**src/rtl/core_pwr_seq_pkg.sv**
```systemverilog
// Package for the core power sequencer: state encoding, control-output
// bundle and the per-state output decode shared by the FSM and output stage.
package core_pwr_seq_pkg;

    typedef enum logic [3:0] {
        ST_OFF, ST_PWR_UP, ST_DIV_RST, ST_PULSE_ON, ST_PULSE_ACK,
        ST_PULSE_OFF, ST_POR_SETTLE, ST_WARM_WAIT, ST_EN_CLK, ST_EN_CSTOP,
        ST_RUN, ST_STOP_IDLE, ST_STOP_CSTOP, ST_STOP_CLK, ST_GATED, ST_ERR
    } cps_state_e;

    typedef struct packed {
        logic pwr_sw_en;
        logic div_rst;
        logic clk_en;
        logic por_rst;
        logic iso_en;
        logic warm_rst;
        logic clkstop_req;
    } cps_ctl_t;

    // Control-output values for each state; ERR is never decoded (outputs freeze).
    function automatic cps_ctl_t cps_decode(cps_state_e s);
        cps_ctl_t c;
        c = '{pwr_sw_en: 1'b0, div_rst: 1'b0, clk_en: 1'b0, por_rst: 1'b1,
              iso_en: 1'b1, warm_rst: 1'b1, clkstop_req: 1'b1};
        case (s)
            ST_OFF:        ;
            ST_PWR_UP:     c.pwr_sw_en = 1'b1;
            ST_DIV_RST:    begin c.pwr_sw_en = 1'b1; c.div_rst = 1'b1; end
            ST_PULSE_ON,
            ST_PULSE_ACK:  begin c.pwr_sw_en = 1'b1; c.clk_en = 1'b1; end
            ST_PULSE_OFF:  c.pwr_sw_en = 1'b1;
            ST_POR_SETTLE: begin c.pwr_sw_en = 1'b1; c.por_rst = 1'b0; end
            ST_WARM_WAIT,
            ST_GATED:      begin c.pwr_sw_en = 1'b1; c.por_rst = 1'b0; c.iso_en = 1'b0; end
            ST_EN_CLK,
            ST_STOP_CSTOP: begin
                c.pwr_sw_en = 1'b1; c.por_rst = 1'b0; c.iso_en = 1'b0;
                c.warm_rst = 1'b0; c.clk_en = 1'b1;
            end
            ST_EN_CSTOP,
            ST_RUN,
            ST_STOP_IDLE:  begin
                c.pwr_sw_en = 1'b1; c.por_rst = 1'b0; c.iso_en = 1'b0;
                c.warm_rst = 1'b0; c.clk_en = 1'b1; c.clkstop_req = 1'b0;
            end
            ST_STOP_CLK:   begin
                c.pwr_sw_en = 1'b1; c.por_rst = 1'b0; c.iso_en = 1'b0;
                c.warm_rst = 1'b0;
            end
            default:       ;
        endcase
        return c;
    endfunction

    // Transition states report busy; resting states and ERR do not.
    function automatic logic cps_is_busy(cps_state_e s);
        return !(s inside {ST_OFF, ST_RUN, ST_GATED, ST_ERR});
    endfunction

endpackage

```
**src/rtl/cps_timer.sv**
```systemverilog
// Shared countdown for fixed waits and acknowledge timeouts.
// Assumes: load is pulsed on every state entry with (cycles - 1); zero
// therefore goes high in the last cycle of the window and stays high.
module cps_timer #(
    parameter int W = 4
) (
    input  logic         clk,
    input  logic         rst_n,
    input  logic         load,
    input  logic [W-1:0] load_val,
    output logic         zero
);

    logic [W-1:0] cnt_q;

    // Load on entry, otherwise count down and saturate at zero.
    always_ff @(posedge clk) begin
        if (!rst_n)               cnt_q <= '0;
        else if (load)            cnt_q <= load_val;
        else if (cnt_q != '0)     cnt_q <= cnt_q - 1'b1;
    end

    assign zero = (cnt_q == '0);

    // the timeout window never wraps once it has expired.
    p_cnt_saturates_r9: assert property (@(posedge clk) disable iff (!rst_n)
        (!load && zero) |=> zero);

    // without a reload the window shrinks by exactly one per cycle.
    p_cnt_steps_r9: assert property (@(posedge clk) disable iff (!rst_n)
        (!load && !zero) |=> (cnt_q == $past(cnt_q) - 1'b1));

endmodule

```
**src/rtl/cps_fsm.sv**
```systemverilog
// Sequencing state machine: fixed power-up, enable and shutdown order,
// command filtering and acknowledge timeouts.
// Assumes: start_req/stop_req are synchronous pulses; acknowledges are
// synchronous to clk.
module cps_fsm
    import core_pwr_seq_pkg::*;
#(
    parameter int PULSE_CYCLES      = 4,
    parameter int POR_SETTLE_CYCLES = 8,
    parameter int WARM_RST_DELAY    = 4,
    parameter int TIMEOUT_CYCLES    = 64,
    parameter int CNT_W             = 7
) (
    input  logic             clk,
    input  logic             rst_n,
    input  logic             start_req,
    input  logic             stop_req,
    input  logic             core_idle,
    input  logic             pwr_good,
    input  logic             clken_ack,
    input  logic             clkstop_ack,
    input  logic             tmr_zero,
    output cps_state_e       state_d,
    output logic             tmr_load,
    output logic [CNT_W-1:0] tmr_val
);

    localparam logic [CNT_W-1:0] PulseLd = CNT_W'(PULSE_CYCLES - 1);
    localparam logic [CNT_W-1:0] PorLd   = CNT_W'(POR_SETTLE_CYCLES - 1);
    localparam logic [CNT_W-1:0] WarmLd  = CNT_W'(WARM_RST_DELAY - 1);
    localparam logic [CNT_W-1:0] ToutLd  = CNT_W'(TIMEOUT_CYCLES - 1);

    cps_state_e state_q;

    // State register; ERR is left only through rst_n.
    always_ff @(posedge clk) begin
        if (!rst_n) state_q <= ST_OFF;
        else        state_q <= state_d;
    end

    // Next-state: fixed order, acknowledge waits fall to ERR on timeout.
    always_comb begin
        state_d = state_q;
        case (state_q)
            ST_OFF:        if (start_req)    state_d = ST_PWR_UP;
            ST_PWR_UP:     if (pwr_good)     state_d = ST_DIV_RST;
                           else if (tmr_zero) state_d = ST_ERR;
            ST_DIV_RST:    if (tmr_zero)     state_d = ST_PULSE_ON;
            ST_PULSE_ON:   if (tmr_zero)     state_d = ST_PULSE_ACK;
            ST_PULSE_ACK:  if (clken_ack)    state_d = ST_PULSE_OFF;
                           else if (tmr_zero) state_d = ST_ERR;
            ST_PULSE_OFF:  if (!clken_ack)   state_d = ST_POR_SETTLE;
                           else if (tmr_zero) state_d = ST_ERR;
            ST_POR_SETTLE: if (tmr_zero)     state_d = ST_WARM_WAIT;
            ST_WARM_WAIT:  if (tmr_zero)     state_d = ST_EN_CLK;
            ST_EN_CLK:     if (clken_ack)    state_d = ST_EN_CSTOP;
                           else if (tmr_zero) state_d = ST_ERR;
            ST_EN_CSTOP:   if (!clkstop_ack) state_d = ST_RUN;
                           else if (tmr_zero) state_d = ST_ERR;
            ST_RUN:        if (stop_req)     state_d = ST_STOP_IDLE;
            ST_STOP_IDLE:  if (core_idle)    state_d = ST_STOP_CSTOP;
            ST_STOP_CSTOP: if (clkstop_ack)  state_d = ST_STOP_CLK;
                           else if (tmr_zero) state_d = ST_ERR;
            ST_STOP_CLK:   if (!clken_ack)   state_d = ST_GATED;
                           else if (tmr_zero) state_d = ST_ERR;
            ST_GATED:      if (start_req)    state_d = ST_WARM_WAIT;
            default:                         state_d = ST_ERR;
        endcase
    end

    // Timer reload on each state entry with that state's window.
    always_comb begin
        tmr_load = (state_d != state_q);
        case (state_d)
            ST_DIV_RST, ST_PULSE_ON: tmr_val = PulseLd;
            ST_POR_SETTLE:           tmr_val = PorLd;
            ST_WARM_WAIT:            tmr_val = WarmLd;
            ST_PWR_UP, ST_PULSE_ACK, ST_PULSE_OFF, ST_EN_CLK,
            ST_EN_CSTOP, ST_STOP_CSTOP, ST_STOP_CLK: tmr_val = ToutLd;
            default:                 tmr_val = '0;
        endcase
    end

    // the error state is held until reset.
    p_err_sticky_r9: assert property (@(posedge clk) disable iff (!rst_n)
        (state_q == ST_ERR) |=> (state_q == ST_ERR));

    // the clock-stop phase is entered only from the idle wait with idle seen.
    p_cstop_from_idle_r7: assert property (@(posedge clk) disable iff (!rst_n)
        (state_q == ST_STOP_CSTOP && $past(state_q) != ST_STOP_CSTOP)
            |-> ($past(state_q) == ST_STOP_IDLE && $past(core_idle)));

endmodule

```
**src/rtl/cps_outreg.sv**
```systemverilog
// Registered output stage: control outputs and status flags follow the
// next state so they change on the same edge as the state register.
// Assumes: on entry to ERR the control outputs keep their last values.
module cps_outreg
    import core_pwr_seq_pkg::*;
(
    input  logic       clk,
    input  logic       rst_n,
    input  cps_state_e state_d,
    output cps_ctl_t   ctl,
    output logic       running,
    output logic       busy,
    output logic       error
);

    // Output register; control bundle frozen while heading into ERR.
    always_ff @(posedge clk) begin
        if (!rst_n) begin
            ctl     <= cps_decode(ST_OFF);
            running <= 1'b0;
            busy    <= 1'b0;
            error   <= 1'b0;
        end else begin
            if (state_d != ST_ERR) ctl <= cps_decode(state_d);
            running <= (state_d == ST_RUN);
            busy    <= cps_is_busy(state_d);
            error   <= (state_d == ST_ERR);
        end
    end

    // control outputs stay still for as long as the error flag stays up.
    p_err_freeze_r9: assert property (@(posedge clk) disable iff (!rst_n)
        (error && $past(error)) |-> $stable(ctl));

    // running excludes busy and error.
    p_run_excl_r10: assert property (@(posedge clk) disable iff (!rst_n)
        running |-> (!busy && !error));

endmodule

```
**src/rtl/core_pwr_seq.sv**
```systemverilog
// Top of the core power, clock and reset sequencer.
// Assumes: one clock domain; all wait parameters >= 1; acknowledge inputs
// already synchronised to clk.
module core_pwr_seq
    import core_pwr_seq_pkg::*;
#(
    parameter int PULSE_CYCLES      = 4,
    parameter int POR_SETTLE_CYCLES = 8,
    parameter int WARM_RST_DELAY    = 4,
    parameter int TIMEOUT_CYCLES    = 64
) (
    input  logic clk,
    input  logic rst_n,
    input  logic start_req,
    input  logic stop_req,
    input  logic core_idle,
    input  logic pwr_good,
    input  logic clken_ack,
    input  logic clkstop_ack,
    output logic pwr_sw_en,
    output logic divalign_rst,
    output logic clk_en,
    output logic por_rst,
    output logic iso_en,
    output logic warm_rst,
    output logic clkstop_req,
    output logic running,
    output logic busy,
    output logic error
);

    localparam int MaxA  = (PULSE_CYCLES > POR_SETTLE_CYCLES) ? PULSE_CYCLES : POR_SETTLE_CYCLES;
    localparam int MaxB  = (WARM_RST_DELAY > TIMEOUT_CYCLES) ? WARM_RST_DELAY : TIMEOUT_CYCLES;
    localparam int MaxV  = (MaxA > MaxB) ? MaxA : MaxB;
    localparam int CNT_W = (MaxV < 2) ? 1 : $clog2(MaxV);

    cps_state_e       state_d;
    logic             tmr_load;
    logic [CNT_W-1:0] tmr_val;
    logic             tmr_zero;
    cps_ctl_t         ctl;

    cps_fsm #(
        .PULSE_CYCLES      (PULSE_CYCLES),
        .POR_SETTLE_CYCLES (POR_SETTLE_CYCLES),
        .WARM_RST_DELAY    (WARM_RST_DELAY),
        .TIMEOUT_CYCLES    (TIMEOUT_CYCLES),
        .CNT_W             (CNT_W)
    ) u_fsm (
        .clk, .rst_n, .start_req, .stop_req, .core_idle, .pwr_good,
        .clken_ack, .clkstop_ack, .tmr_zero, .state_d, .tmr_load, .tmr_val
    );

    cps_timer #(.W(CNT_W)) u_timer (
        .clk, .rst_n, .load(tmr_load), .load_val(tmr_val), .zero(tmr_zero)
    );

    cps_outreg u_out (
        .clk, .rst_n, .state_d, .ctl, .running, .busy, .error
    );

    assign pwr_sw_en    = ctl.pwr_sw_en;
    assign divalign_rst = ctl.div_rst;
    assign clk_en       = ctl.clk_en;
    assign por_rst      = ctl.por_rst;
    assign iso_en       = ctl.iso_en;
    assign warm_rst     = ctl.warm_rst;
    assign clkstop_req  = ctl.clkstop_req;

    // power comes on with clocks off and the core held in reset.
    p_pwr_first_r2: assert property (@(posedge clk) disable iff (!rst_n)
        $rose(pwr_sw_en) |-> (!clk_en && !divalign_rst && por_rst && iso_en && warm_rst));

    // no clock enable during the alignment reset.
    p_no_clk_in_align_r3: assert property (@(posedge clk) disable iff (!rst_n)
        divalign_rst |-> !clk_en);

    // isolation drops only after power-on reset has been out.
    p_iso_after_por_r5: assert property (@(posedge clk) disable iff (!rst_n)
        $fell(iso_en) |-> (!por_rst && $past(!por_rst)));

    // clock-stop request rises only after idle has been reported.
    p_cstop_after_idle_r7: assert property (@(posedge clk) disable iff (!rst_n)
        $rose(clkstop_req) |-> $past(core_idle));

    // warm reset is applied only with clocks gated and stopped.
    p_warm_when_gated_r7: assert property (@(posedge clk) disable iff (!rst_n)
        $rose(warm_rst) |-> (!clk_en && clkstop_req));

endmodule

```
**config.mk**
```make
export PLATFORM = sky130hd
export DESIGN_NAME = core_pwr_seq
export DESIGN_NICKNAME = d
export VERILOG_FILES = /design/src/rtl/core_pwr_seq_pkg.sv /design/src/rtl/cps_timer.sv /design/src/rtl/cps_fsm.sv /design/src/rtl/cps_outreg.sv /design/src/rtl/core_pwr_seq.sv
export SDC_FILE = /design/constraint.sdc
export NUM_CORES = 1
export LEC_CHECK = 0
export ABC_CLOCK_PERIOD_IN_PS = 3000
export CORE_ASPECT_RATIO = 2
export CORE_MARGIN = 2
export CORE_UTILIZATION = 49
export DETAILED_ROUTE_END_ITERATION = 12
export DONT_BUFFER_PORTS = 1
export PLACE_DENSITY = 0.61
export SETUP_SLACK_MARGIN = 0.1
export SLEW_MARGIN = 30
export SYNTH_ARGS = -nofsm -noshare
export SYNTH_HDL_FRONTEND = slang
export SYNTH_SLANG_ARGS = --single-unit
```
**constraint.sdc**
```tcl
create_clock -name clk -period 3 [get_ports clk]
set_input_delay 0.3 -clock clk [delete_from_list [all_inputs] [get_ports clk]]
set_output_delay 0.3 -clock clk [all_outputs]
set_load 0.05 [all_outputs]
```
# Yosys cells after proc, flatten, opt, wreduce, memory -nomap -nowiden

Memory sizes are Yosys's and may differ from the RTL's.
Cells that the tools add are included.

Add/sub/neg operators: 1
Muxes and demuxes: 26
Div/mod/pow operators: 0
Reduce and logical (&&, ||, !) cells: 13
Magnitude comparators: 0
Shift operators: 0
Multipliers: 0
Bitwise logic cells: 0
Eq/ne operators: 31

Operators by type and width:

| kind                                                | count |
|---|---|
| 2-to-1 mux 4 bit                                    | 16 |
| equality test 4 bit, second input constant          | 15 |
| one-hot mux 4 bit (15 select lines)                 | 1 |
| equality test 4 x 3 -> 1 bit, second input constant | 8 |
| equality test 4 x 2 -> 1 bit, second input constant | 4 |
| OR reduction 14 bit                                 | 1 |
| 2-to-1 mux 6 bit                                    | 2 |
| OR reduction 9 bit                                  | 1 |
| equality test 4 x 1 -> 1 bit, second input constant | 2 |
| zero test 4 bit                                     | 2 |
| OR reduction 8 bit                                  | 1 |
| 2-to-1 mux 1 bit                                    | 7 |
| OR reduction 7 bit                                  | 1 |
| zero test 6 bit                                     | 1 |
| nonzero test 6 bit                                  | 1 |
| OR reduction 6 bit                                  | 1 |
| subtractor 6 x 1 -> 6 bit, second input constant    | 1 |
| inequality test 4 bit                               | 1 |
| inequality test 4 bit, second input constant        | 1 |
| nonzero test 4 bit                                  | 1 |
| OR reduction 3 bit                                  | 1 |
| nonzero test 2 bit                                  | 1 |
| zero test 1 bit                                     | 1 |

Memories kept: 1
Memory bits (read-only): 96
Register bits: 20
Bits in latches: 0
Bits of input ports: 8
Memory bits (writable): 0
Output and inout port bits: 10

Memory list:

| name            | depth | width | read ports | clocked after memory_dff | wr ports | line          | source |
|---|---|---|---|---|---|---|---|
| (no name shown) | 16    | 6     | 1          | 0                        | 0        | cps_fsm.sv:74 | `case (state_d)` |

# Logic depth before layout (Yosys ltp)

Gate-level depths: netlist of run 1.

Depth in word-level cells: 7
Mapped depth: 10
Depth with buffers taken out: 9

# Cells and area by module

From an unflattened synthesis of run 1, not the netlist that was laid out.

Cells, all modules: 169
Area, all modules: 1446.4 um^2

Modules (own cells, without submodules):

| module     | area an instance (um^2) | cells each | times used |
|---|---|---|---|
| cps_fsm    | 663.1                   | 80         | 1 |
| cps_outreg | 426.7                   | 46         | 1 |
| cps_timer  | 356.6                   | 43         | 1 |

# Worst setup path before layout of run 1

Ideal clock, no wire load.

Path kind: reg-to-reg
Start: reg u_timer.cnt_q[0]
End: reg u_out.busy
Buffers on the path: 0
Cell stages (with the launch flop): 10
Required time: 2.860 ns
Clock period less this slack: 2.248 ns
Path slack: 0.752 ns
Arrival time: 2.109 ns
Library setup time: 0.140 ns
Cells stage by stage: dfxtp_1 > inv_1 > ha_1 > nand2b_1 > nor2_4 > o311a_1 > or3_1 > or3_1 > a21oi_1 > a311oi_1

Cells in the longest elaborated chain, start to end: 7
Elaborated cells between the ends (all ways): 20

RTL lines:

| element                                                       | line                   | source |
|---|---|---|
| start, declared                                               | cps_timer.sv:14        | `logic [W-1:0] cnt_q;` |
| start signal, assigned                                        | cps_timer.sv:19        | `else if (load) cnt_q <= load_val;` |
| start signal, assigned                                        | cps_timer.sv:20        | `else if (cnt_q != '0) cnt_q <= cnt_q - 1'b1;` |
| zero test 6 bit *                                             | cps_timer.sv:23        | `assign zero = (cnt_q == '0);` |
| 2-to-1 mux 4 bit                                              | --                     |  |
| 2-to-1 mux 4 bit (tied with other cells)                      | cps_fsm.sv:64          | `ST_STOP_CLK: if (!clken_ack) state_d = ST_GATED;` |
| one-hot mux 4 bit (15 select lines) *                         | cps_fsm.sv:44          | `case (state_q)` |
| equality test 4 bit / zero test 4 bit (equally long branches) | core_pwr_seq_pkg.sv:58 | `return !(s inside {ST_OFF, ST_RUN, ST_GATED, ST_ERR});` |
| nonzero test 4 bit *                                          | core_pwr_seq_pkg.sv:58 |  |
| zero test 1 bit *                                             | core_pwr_seq_pkg.sv:58 |  |
| end signal, assigned                                          | cps_outreg.sv:26       | `busy <= cps_is_busy(state_d);` |
| end, declared                                                 | cps_outreg.sv:12       | `output logic busy,` |

Mark *: on every way between the ends. The rest lies on a longest branch, timed or not.
A chain may end at the register's enable or synchronous reset.

# Worst setup path in the final report of run 1

Start: reg u_fsm.state_q[2]
End: reg u_out.busy

Cells in the longest elaborated chain, start to end: 6
Elaborated cells between the ends (all ways): 38

RTL lines:

| element                                                       | line                   | source |
|---|---|---|
| start, declared                                               | cps_fsm.sv:33          | `cps_state_e state_q;` |
| start signal, assigned                                        | cps_fsm.sv:38          | `else state_q <= state_d;` |
| 2-to-1 mux 4 bit                                              | --                     |  |
| 2-to-1 mux 4 bit (tied with other cells)                      | cps_fsm.sv:64          |  |
| one-hot mux 4 bit (15 select lines) *                         | cps_fsm.sv:44          |  |
| equality test 4 bit / zero test 4 bit (equally long branches) | core_pwr_seq_pkg.sv:58 |  |
| nonzero test 4 bit *                                          | core_pwr_seq_pkg.sv:58 |  |
| zero test 1 bit *                                             | core_pwr_seq_pkg.sv:58 |  |

Marks and branches as above.

==> impl_results.md, run 1 <==
* Hold_buf cts at 0
* Mean post-synth cell area at 7.96 sq um
* Row count at 27
* Via count at 1302
* Crit path kind: flip-flop to flip-flop
* WL per Instance at 16.4 um
* Post-Synthesis Cell Area at 0.00140 sq mm
* Placeable core area at 0.00274 sq mm
* Clk Latency, worst-skew pair at 0.26 ns
* Clock Tree Buf Depth at 2
* Largest net degree at the start of global routing at 21
* Via/cell ratio at 6.48
* Sink Count at 20
* Pwr dens at 1170 mW/mm^2
* Worst-path maximum fanout at 17
* Routed WL at 3.29 mm
* Startpoint Class: flip-flop
* Sequential share of power at 0.322
* Synthesized net count at 185
* Ratio of cells with drive above 1 in the final layout at 0.0988
* Max-cap violation count at 0
* Initial antenna violation count at 0
* P_sw at 0.790 mW
* First DRT Iteration DRCs at 46
* Final Max Tran Viols at 0
* Antenna Nets Post-Route at 0
* Worst-margin pin slew at 0.631 ns
* Worst hold margin at 0.128 ns
* N_diodes at 0
* Final instance area at 0.00146 sq mm
* Setup Buffers After CTS at 0
* Slew headroom at 0.579
* Max IR drop VDD at 686 uV
* Ys Warns at 0
* Final TNS setup at 0 ns
* Die height at 79.6 um
* Hold crit path type: input pin to flip-flop
* Count of mapped cells out of synthesis at 176
* Predominant post-synthesis flop cell: dfxtp_1
* CP required at 3.12 ns
* Worst setup EP type: flip-flop
* Grt ovf at 0
* Final Cycle Share at 0.861
* H-tree Lvls at 1
* Distinct cells, synth at 57
* Internal power at 0.920 mW
* DRC at 0
* Seq cells post-synth at 20
* PortBufs at 0
* Post-synth EDFFs at 0
* Final setup viols at 0
* Tmin final at 2.58 ns
* Clock share of power at 0.155
* DRT Pass-1 Iters at 4
* Sw frac at 0.462
* Vias in the first global route at 1227
* DP Wirelength at 2.55 mm
* Worst Slack Setup Final at 0.418 ns
* Comb pwr share at 0.523
* Max Fclk at 387 MHz
* Register area share after synthesis at 0.286
* Clock transition at path regs at 0.08 ns
* Leak at 0.518 nW
* First-pass GRT wire length at 5.62 mm
* Placer Congestion at 0.860
* Asr flop ratio synth at 0
* Num CTS Buffers at 3
* Ports at 18
* Post-Place Setup Slack at 0.437 ns
* RSZ-0062 raised after global routing: false
* Placed Area at 0.00139 sq mm
* Layout Skew at 0.00680 ns
* Die W at 41.8 um
* Worst Path Arrival at 2.70 ns
* CTS Root Cell: clkbuf_8
* Post-cts sizing count at 0
* Area delta synth->final at 4.38%
* Status: finished clean
* Die area at 0.00333 sq mm
* Layout Nets at 182
* GRT Total Usage at 0.210
* TritonCTS clock tree: built
* Final Hold Vio Count at 0
* Initial Util at 0.512
==> layout make-up <==
class	count	area, sq um
clock inverters	1	30.0
multi-input cells	137	890
well taps	29	36.3
repair buffers	6	45.0
inverters	5	18.8
fillers	266	1270
clock buffers	3	41.3
flip-flops and latches	20	400
==> power groups by stage <==
| stage | combinational (mW) | sequential (mW) | clock, mW |
|---|---|---|---|
| floorplan | 0.814 | 0.496 | 0 |
| global placement | 0.876 | 0.552 | 0 |
| detailed placement | 0.895 | 0.556 | 0 |
| CTS | 0.899 | 0.550 | 0.272 |
| global route | 1.00 | 0.566 | 0.280 |
| finish | 0.894 | 0.550 | 0.266 |
==> worst max-delay path, cell delays in order (launching register included) <==
cell      delay (ns)
dfxtp_1         0.64
nor3b_1         0.13
or2_0           0.24
o311a_1         0.29
or3_1           0.51
or3_1           0.42
a21oi_1         0.15
a311oi_1        0.06
==> worst paths after layout <==
check / from / end / slack [ns] / cells past startpoint
hold / removal: rst_n / u_out.ctl[2] / 0.13 / 1
hold reg to reg: u_timer.cnt_q[1] / u_timer.cnt_q[1] / 0.64 / 3
setup / recovery: u_fsm.state_q[2] / u_out.busy / 0.42 / 7
setup reg to reg: u_fsm.state_q[2] / u_out.busy / 0.42 / 7
==> sequential cells by signal, indices dropped and copies added (netlist names) <==
name and flops:
u_fsm.state_q 4, u_out.busy 1, u_timer.cnt_q 6, u_out.ctl 7, u_out.running 1, u_out.error 1
==> cells by family after synthesis <==
logic type / count (synthesis) / synth area share
AOI/OAI and AO/OA: 53 / 0.286
xor gates and xnor gates: 4 / 0.0250
adders and majority gates: 1 / 0.00894
buffers and inverters: 19 / 0.0786
DFF: 20 / 0.286
muxes: 4 / 0.0295
and+or+nand+nor: 75 / 0.286
==> cell usage after synthesis, types with 4 or more instances <==
cell type | instances | area share
buf_2 | 7 | 0.025
nor2_1 | 14 | 0.038
nor2b_1 | 4 | 0.018
o21a_1 | 4 | 0.021
inv_1 | 4 | 0.011
o21ai_0 | 5 | 0.018
nand2b_1 | 7 | 0.031
nor3_1 | 10 | 0.036
nor3b_1 | 4 | 0.021
a21oi_1 | 11 | 0.039
nand2_1 | 16 | 0.043
xnor2_1 | 4 | 0.025
dfxtp_1 | 20 | 0.29
==> metal layers <==
layer / wire length (um) / GRT usage
met5: 0 / 0
met4: 60 / 0.0903
met3: 79 / 0.0181
met2: 1850 / 0.405
met1: 1300 / 0.223
==> per-stage QoR <==
step / util / total power [mW] / instances
CTS: 0.534 / 1.72 / 201
floorplan: - / 1.31 / 176
global placement: 0.508 / 1.43 / 197
finish: 0.534 / 1.71 / 201
global route: 0.534 / 1.85 / 201
detailed placement: 0.508 / 1.45 / 197
==> cells in the final DEF, fill, tap and decap left out, drive strengths merged, types with 2 or more instances in the layout <==
cell,count
and2,3
mux2i,3
nor2,15
o311a,2
nand2b,7
o221ai,2
inv,4
and3,2
a21boi,2
o21ai,6
a211o,3
buf,6
or3,4
or2,2
nor2b,4
o31ai,2
o21a,4
nand3,3
xnor2,4
a21oi,11
clkbuf,3
a311oi,4
nor3b,4
nor3,10
nand2,17
o32a,2
dfxtp,20
a31oi,3
(Power assumes the default switching activity.)
==> run 2, diff against run 1 <==
RECOVER_POWER = 100   (was not set)
==> impl_results.md, run 2 (synthesis gave the netlist of run 1 again) <==
* Met3 WL at 76 um
* Final Max Tran Viols at 0
* GRT Total Usage at 0.210
* Worst Path Arrival at 2.84 ns
* Row count at 27
* DRC at 0
* Clk Latency, worst-skew pair at 0.26 ns
* Slew headroom at 0.582
* N_diodes at 0
* First-pass GRT wire length at 5.62 mm
* Top flop regs: u_out.ctl (7), u_timer.cnt_q (6), u_fsm.state_q (4)
* CTS Root Cell: clkbuf_8
* Setup Buffers After CTS at 0
* Largest net degree at the start of global routing at 21
* Die area at 0.00333 sq mm
* Initial Util at 0.512
* Hold EP: u_out.ctl[2]
* Most common cell after layout, fill and taps aside: dfxtp_1
* Routed WL at 3.31 mm
* Num CTS Buffers at 3
* Max-cap violation count at 0
* Layout Skew at 0.00697 ns
* Worst-path maximum fanout at 15
* Grt ovf at 0
* Final setup viols at 0
* Layout Cells excl Fill at 201
* Crit path kind: flip-flop to flip-flop
* H-tree Lvls at 1
* Worst R2R Start: u_fsm.state_q[0]
* RR Endpoint: u_timer.cnt_q[5]
* Vias in the first global route at 1227
* Final Cycle Share at 0.897
* Layout Nets at 182
* Worst-margin pin slew at 0.626 ns
* Clock transition at path regs at 0.08 ns
* Via/cell ratio at 6.42
* Die W at 41.8 um
* Hold_buf cts at 0
* Max IR drop VDD at 679 uV
* WL per Instance at 16.5 um
* Antenna Nets Post-Route at 0
* Die height at 79.6 um
* Placer Congestion at 0.860
* Startpoint Class: flip-flop
* Clock Tree Buf Depth at 2
* Status: finished clean
* Post-cts sizing count at 0
* Hold path start: rst_n
* Ratio of cells with drive above 1 in the final layout at 0.0756
* CP required at 3.15 ns
* Largest register by flop count: u_out.ctl
* Number of flip-flops in the largest register at 7
* Reg2reg path depth at 7
* Commonest cells after routing, fill and taps aside: 20 x dfxtp_1, 16 x nand2_1, 14 x nor2_1
* TritonCTS clock tree: built
* PortBufs at 0
* Fin util at 0.527
* DP Cell Count at 197
* Detail Route met2 WL at 1.85 mm
* Tmin final at 2.69 ns
* Leak at 0.507 nW
* RSZ-0062 raised after global routing: false
* First DRT Iteration DRCs at 30
* R2R Setup Slk at 0.31 ns
* Hold depth at 1
* Ports at 18
* Area delta synth->final at 2.95%
* DRT Pass-1 Iters at 4
* Hold crit path type: input pin to flip-flop
* Initial antenna violation count at 0
* Uppermost layer routed: met4
* Max Fclk at 372 MHz
* Final Hold Vio Count at 0
* DP Wirelength at 2.55 mm
* Pwr dens at 1160 mW/mm^2
* Post-Route M1 WL at 1.31 mm
* Placeable core area at 0.00274 sq mm
* Sink Count at 20
* Via count at 1291
* Final TNS setup at 0 ns
* Worst setup EP type: flip-flop
run 2: how the worst max path moves through the flow:
stage                                start               end  slack (ns)
after global routing      u_fsm.state_q[0]  u_timer.cnt_q[4]        0.22
after detailed placement  u_timer.cnt_q[0]        u_out.busy        0.44
after CTS                 u_timer.cnt_q[0]        u_out.busy        0.43
after global placement    u_fsm.state_q[2]        u_out.busy        0.53
after floorplan           u_timer.cnt_q[0]        u_out.busy        0.75
final                     u_fsm.state_q[0]  u_timer.cnt_q[5]        0.31
run 2: critical path: stages, from the launching register on:
cell and delay, ns:
dfxtp_1 0.63, clkbuf_1 0.38, mux2i_1 0.14, a311oi_1 0.37
o221ai_1 0.22, buf_4 0.23, o311a_1 0.40, o21a_1 0.20
run 2: power by group:
group | internal, mW | switching, mW
clock | 0.178 | 0.0873
sequential | 0.341 | 0.210
combinational | 0.380 | 0.482
total | 0.899 | 0.779
run 2: metal layers:
layer / vias to the layer above / GRT usage
met3: 8 / 0.0181
met1: 622 / 0.223
met4: 0 / 0.0903
li1: 643 / -
met5: - / 0
met2: 18 / 0.405
run 2: cell type report:
type	count	area [sq um]
multi-input combinational	137	877
clock buffer	3	41.3
inverter	5	18.8
sequential	20	400
clock inverter	1	30.0
tap	29	36.3
timing repair buffer	6	37.5
fill	270	1290
run 2: metrics by stage:
step	area [sq um]	hold slack [ns]	setup slack [ns]	total power [mW]
2_1_floorplan	1400	0.567	0.752	1.31
3_3_place_gp	1390	0.397	0.527	1.43
3_5_place_dp	1390	0.402	0.437	1.45
4_1_cts	1460	0.123	0.428	1.72
5_1_grt	1440	0.118	0.222	1.82
6_report	1440	0.131	0.309	1.68
